`src/rtl/alu8_pkg.sv`:
```
package alu8_pkg;

    typedef enum logic [2:0] {
        OP_ADD = 3'd0,
        OP_SUB = 3'd1,
        OP_INC = 3'd2,
        OP_DEC = 3'd3,
        OP_AND = 3'd4
    } alu_op_e;

    localparam int NUM_LEGAL_OPS = 5;

    // Bit layout from MSB: ien tmp half sgn ovf neg zero carry
    typedef struct packed {
        logic ien;
        logic tmp;
        logic half;
        logic sgn;
        logic ovf;
        logic neg;
        logic zero;
        logic carry;
    } status_t;

    function automatic logic op_is_legal(input logic [2:0] code);
        return int'(code) < NUM_LEGAL_OPS;
    endfunction

    function automatic logic op_is_unary(input alu_op_e op);
        return (op == OP_INC) || (op == OP_DEC);
    endfunction

    function automatic logic op_is_sub(input alu_op_e op);
        return (op == OP_SUB) || (op == OP_DEC);
    endfunction

endpackage

```
`src/rtl/alu8_addsub.sv`:
```
module alu8_addsub
    import alu8_pkg::*;
#(
    parameter int W = 8
) (
    input  alu_op_e        op,
    input  logic [W-1:0]   a,
    input  logic [W-1:0]   b,
    output logic [W-1:0]   sum,
    output logic           cout,
    output logic           hout,
    output logic           vout
);
    localparam int HB = W / 2;

    logic           is_sub;
    logic [W-1:0]   rhs;
    logic [W-1:0]   rhs_x;
    logic [W:0]     wide;
    logic [HB:0]    low;

    always_comb begin
        is_sub = op_is_sub(op);
        rhs    = op_is_unary(op) ? W'(1) : b;
        // subtraction as a + ~rhs + 1; the carry-outs become borrows inverted
        rhs_x  = is_sub ? ~rhs : rhs;
        wide   = {1'b0, a} + {1'b0, rhs_x} + (W+1)'(is_sub);
        low    = {1'b0, a[HB-1:0]} + {1'b0, rhs_x[HB-1:0]} + (HB+1)'(is_sub);
        sum    = wide[W-1:0];
        cout   = wide[W] ^ is_sub;
        hout   = low[HB] ^ is_sub;
        vout   = (a[W-1] == rhs_x[W-1]) && (sum[W-1] != a[W-1]);
    end

endmodule

```
`src/rtl/alu8_logic.sv`:
```
module alu8_logic #(
    parameter int W = 8
) (
    input  logic [W-1:0] a,
    input  logic [W-1:0] b,
    output logic [W-1:0] y
);
    for (genvar i = 0; i < W; i++) begin : g_bit
        assign y[i] = a[i] & b[i];
    end
endmodule

```
`src/rtl/alu8_flag_merge.sv`:
```
module alu8_flag_merge
    import alu8_pkg::*;
#(
    parameter int W = 8
) (
    input  alu_op_e        op,
    input  logic [W-1:0]   arith_sum,
    input  logic           arith_c,
    input  logic           arith_h,
    input  logic           arith_v,
    input  logic [W-1:0]   and_y,
    input  status_t        cur,
    output logic [W-1:0]   res,
    output status_t        nxt
);
    always_comb begin
        nxt = cur;
        res = '0;
        unique case (op)
            OP_ADD, OP_SUB: begin
                res       = arith_sum;
                nxt.carry = arith_c;
                nxt.half  = arith_h;
                nxt.ovf   = arith_v;
            end
            OP_INC, OP_DEC: begin
                res       = arith_sum;
                nxt.ovf   = arith_v;
            end
            OP_AND: begin
                res       = and_y;
                nxt.ovf   = 1'b0;
            end
            default: begin
                res       = '0;
            end
        endcase
        if (op_is_legal(op)) begin
            nxt.zero = (res == '0);
            nxt.neg  = res[W-1];
            nxt.sgn  = nxt.neg ^ nxt.ovf;
        end
    end
endmodule

```
`src/rtl/alu8_status_reg.sv`:
```
module alu8_status_reg
    import alu8_pkg::*;
#(
    parameter logic INIT_IEN = 1'b0,
    parameter logic INIT_TMP = 1'b0
) (
    input  logic    clk,
    input  logic    rst,
    input  logic    commit,
    input  status_t nxt,
    output status_t status_q
);
    always_ff @(posedge clk) begin
        if (rst) begin
            status_q     <= '0;
            status_q.ien <= INIT_IEN;
            status_q.tmp <= INIT_TMP;
        end else if (commit) begin
            status_q     <= nxt;
        end
    end

    // without a commit the register keeps its contents
    p_hold_r9: assert property (@(posedge clk) disable iff (rst)
        !commit |=> status_q == $past(status_q));

    // carried bits stay at their reset values
    p_it_fixed_r10: assert property (@(posedge clk) disable iff (rst)
        (status_q.ien == INIT_IEN) && (status_q.tmp == INIT_TMP));
endmodule

```
`src/rtl/alu8_core.sv`:
```
module alu8_core
    import alu8_pkg::*;
#(
    parameter int   DATA_W   = 8,
    parameter logic INIT_IEN = 1'b0,
    parameter logic INIT_TMP = 1'b0
) (
    input  logic              clk,
    input  logic              rst,
    input  logic              op_valid,
    input  logic [2:0]        op_sel,
    input  logic [DATA_W-1:0] opa,
    input  logic [DATA_W-1:0] opb,
    output logic [DATA_W-1:0] result,
    output logic [7:0]        flags_next,
    output logic [7:0]        status
);
    alu_op_e           op;
    logic [DATA_W-1:0] arith_sum;
    logic              arith_c;
    logic              arith_h;
    logic              arith_v;
    logic [DATA_W-1:0] and_y;
    status_t           cur;
    status_t           nxt;
    logic              commit;

    assign op     = alu_op_e'(op_sel);
    assign commit = op_valid && op_is_legal(op_sel);

    alu8_addsub #(.W(DATA_W)) i_addsub (
        .op   (op),
        .a    (opa),
        .b    (opb),
        .sum  (arith_sum),
        .cout (arith_c),
        .hout (arith_h),
        .vout (arith_v)
    );

    alu8_logic #(.W(DATA_W)) i_logic (
        .a (opa),
        .b (opb),
        .y (and_y)
    );

    alu8_flag_merge #(.W(DATA_W)) i_merge (
        .op        (op),
        .arith_sum (arith_sum),
        .arith_c   (arith_c),
        .arith_h   (arith_h),
        .arith_v   (arith_v),
        .and_y     (and_y),
        .cur       (cur),
        .res       (result),
        .nxt       (nxt)
    );

    alu8_status_reg #(.INIT_IEN(INIT_IEN), .INIT_TMP(INIT_TMP)) i_sreg (
        .clk      (clk),
        .rst      (rst),
        .commit   (commit),
        .nxt      (nxt),
        .status_q (cur)
    );

    assign flags_next = nxt;
    assign status     = cur;

    // committed zero flag matches the result that produced it
    p_zero_r5: assert property (@(posedge clk) disable iff (rst)
        commit |=> cur.zero == ($past(result) == '0));

    // committed sign is negative xor overflow
    p_sign_r6: assert property (@(posedge clk) disable iff (rst)
        commit |=> cur.sgn == (cur.neg ^ cur.ovf));

    // inc/dec leave carry and half carry alone
    p_incdec_keep_r7: assert property (@(posedge clk) disable iff (rst)
        commit && op_is_unary(op) |=>
            (cur.carry == $past(cur.carry)) && (cur.half == $past(cur.half)));

    // AND clears overflow
    p_and_no_ovf_r8: assert property (@(posedge clk) disable iff (rst)
        commit && (op == OP_AND) |=> !cur.ovf);

    // an illegal code never changes the register
    p_illegal_hold_r11: assert property (@(posedge clk) disable iff (rst)
        op_valid && !op_is_legal(op_sel) |=> $stable(cur));
endmodule

```
`config.mk`:
```
export PLATFORM = sky130hd
export DESIGN_NAME = alu8_core
export DESIGN_NICKNAME = d
export VERILOG_FILES = /design/src/rtl/alu8_pkg.sv /design/src/rtl/alu8_addsub.sv /design/src/rtl/alu8_logic.sv /design/src/rtl/alu8_flag_merge.sv /design/src/rtl/alu8_status_reg.sv /design/src/rtl/alu8_core.sv
export SDC_FILE = /design/constraint.sdc
export NUM_CORES = 1
export LEC_CHECK = 0
export CORE_UTILIZATION = 44
export DETAILED_ROUTE_END_ITERATION = 6
export GPL_ROUTABILITY_DRIVEN = 0
export PLACE_DENSITY = 0.78
export SLEW_MARGIN = 20
export SYNTH_ARGS = -nofsm -noshare
export SYNTH_HDL_FRONTEND = slang
export SYNTH_SLANG_ARGS = --single-unit
```
`constraint.sdc`:
```
create_clock -name clk -period 4.3 [get_ports clk]
set_clock_uncertainty 0.2 [all_clocks]
set_input_delay 0.86 -clock clk [delete_from_list [all_inputs] [get_ports clk]]
set_output_delay 0.86 -clock clk [all_outputs]
set_load 0.005 [all_outputs]
```
==> metrics.txt <==
outcome complete, but fails checks; failing checks negative setup slack; min Tclk post-route 4.68 ns; Avg Vias per Cell 6.70; area of the mapped netlist 1140 µm²; FF+latch area ~120 µm²; CTS tree built; Post-synth EDFFs 0; area of the multi-input gates 1160 µm²; PnR worst setup slack -0.377 ns; max_cap viols 0; Port Buffers 41; CTS sink cnt 6; Worst Tran Pin Value between 0.5 and 0.6 ns; largest cells by area after synthesis ha_1, dfxtp_1, a21oi_1; Final Max Tran Viols 0; CTS max path bufs 2; Cell Count, Final, Fillers Out around 300; Via Count 1,983; startpoint type of the worst setup path primary input; WP data arrival 3.62 ns; Cells after DPL ~270; Nets 301; Fin. Hold Viols 0; CP max stage cell clkdlybuf4s50_1; die area 2800 µm²; HP Class register to register; biggest regs i_sreg.status_q x6; total core area 2450 µm²; global-route wire length before repair 7650 µm; Die H 52.9 µm; max frequency about 210 MHz; fillers 64; CTS clk-pin slew, worst paths ~0.050 ns; cell area after layout about 2400 µm²; Power per Cell Area around 220 nW/µm²; Max-slew headroom 0.626; crit-path most repeated cell buf_6; number of routed nets with antenna violations 0; CTS Buf Count 3; IO Pins 46; # setup viols final 9; Total Routed Length 7170 µm; layout cells sized above 1 0.489; Hold Path Stages 2; FF-to-FF path depth 3; Worst EP required 3.24 ns; Layout area overhead 106%; Crit path max-delay family buffers and inverters; gr ovfl total 0; Reg with most FFs i_sreg.status_q; post-DP HPWL 3260 µm; row cnt 18; setup_tns -1.58 ns; Post-synth top flop dfxtp_1; max reg flops 6; DRT iter0 DRCs about 150; Util after Layout 0.959; CP Capture Type output pin; Die Wd between 50 and 60 µm; Yosys top cell area share 0.110; post-synthesis sequential area ratio 0.105; vias in the first global route 1,715; most frequent cells after synthesis a21oi_1, nand2_1, nor2_1; total power 522 µW; CP max FO 5; Syn. warnings 0; n_diodes 0; Yosys reg bits 6; Synth area leader ha_1; Hold-fix buffers, CTS 0; Max rail drop VDD 0.256 mV; antenna violations before repair 0; leakage power total 0.00116 µW; root buf cell clkbuf_4; Crit Path Class primary input to output pin; H-tree levels 1; fin crit share 1.09; Skew-Pair Late Insertion Delay ~0.24 ns; Post-DP Area 1900 µm²; maximum number of pins on one net before global-route repair 12; RSZ-0062 raised after global routing yes; Wirelength per Cell roughly 24 µm; gr usage total 0.373; unique cell type count in the Yosys netlist 52; CP Cell Sequence buf_6, buf_8, inv_6, buf_6, mux2i_1, a22o_1, ha_1, buf_6, buf_4, nand2_1, a221oi_1, nor2_1, xor2_1, o21ai_0, clkdlybuf4s50_1; cell count after synthesis 153; Critical path buffers and inverters 7; DR DRC count 0; Pre-antenna DRT Iters 5; Crit. path cell count 15; Starting Density 0.465; asr flop ratio synth 0; Syn Area/Cell approximately 7.5 µm²; Crit path largest cell delay a little under 0.6 ns
-- report_power, final --
| group | total [µW] | internal, µW | switching [µW] |
|---|---|---|---|
| Clock | 53.8 | 31.7 | 22.1 |
| Combinational | 406 | 208 | 198 |
| Sequential | 61.9 | 58.9 | 3.01 |
-- worst reg2reg max path: cells and delay by family (launching register included) --
kind / cells / cell delay (ns)
AOI/OAI and AO/OA: 1 / 0.08
DFF: 1 / 0.34
muxes: 1 / 0.30
and+or+nand+nor: 1 / 0.09
-- metal layers --
layer	GRT usage	part of all wire	up-vias
met1	0.382	0.36	881
met5	0	0	-
met3	0.0546	0.11	91
met4	0.193	0.093	0
li1	-	-	790
met2	0.717	0.44	221
-- through the flow --
stage	setup slack (ns)	hold WS, ns
2_1_floorplan	0.0126	0.257
3_3_place_gp	-0.933	0.262
3_5_place_dp	-1.14	0.269
4_1_cts	-0.259	0.278
5_1_grt	-0.617	0.340
6_report	-0.377	0.340
-- final cells by class --
cell class                 count  share of cell area
multi-input combinational    135               0.492
timing repair buffer         115               0.418
sequential                     6              0.0510
tap                           30              0.0159
inverter                       7              0.0133
clock buffer                   3             0.00957
-- cell families after synthesis --
kind of cell	synth area share
and+or+nand+nor	0.254
buffers and inverters	0.0855
xor gates and xnor gates	0.0384
AOI/OAI and AO/OA	0.367
muxes	0.0186
other	0.00329
DFF	0.105
adders and majority gates	0.127
-- cell usage in the layout (no fill, tap or decap), types with 4 or more instances in the layout --
cell             netlist  routed
a21o_1                 9       9
a21oi_1               14       8
a21oi_2                0       4
buf_2                  1       6
buf_4                  4      60
buf_6                  2      16
clkdlybuf4s50_1        0      22
conb_1                 1       4
dfxtp_1                6       6
dlygate4sd2_1          0       6
ha_1                  10       8
inv_1                  7       5
nand2_1               14      13
nand3_1                9       8
nor2_1                12      11
o21ai_0               11       6
-- final timing paths --
path	start	end	slack [ns]
hold reg to reg	i_sreg.status_q[5]	i_sreg.status_q[5]	0.34
hold / removal	i_sreg.status_q[5]	i_sreg.status_q[5]	0.34
setup / recovery	op_sel[1]	result[3]	-0.38
setup reg to reg	i_sreg.status_q[5]	i_sreg.status_q[5]	3.16
-- timing repair --
item,4_1_cts,5_1_grt
endpoints found under the setup margin,13,12
setup buffers,15,13
pin swaps,26,21
resized for setup,76,37
Power figures use the tool's default switching activity.
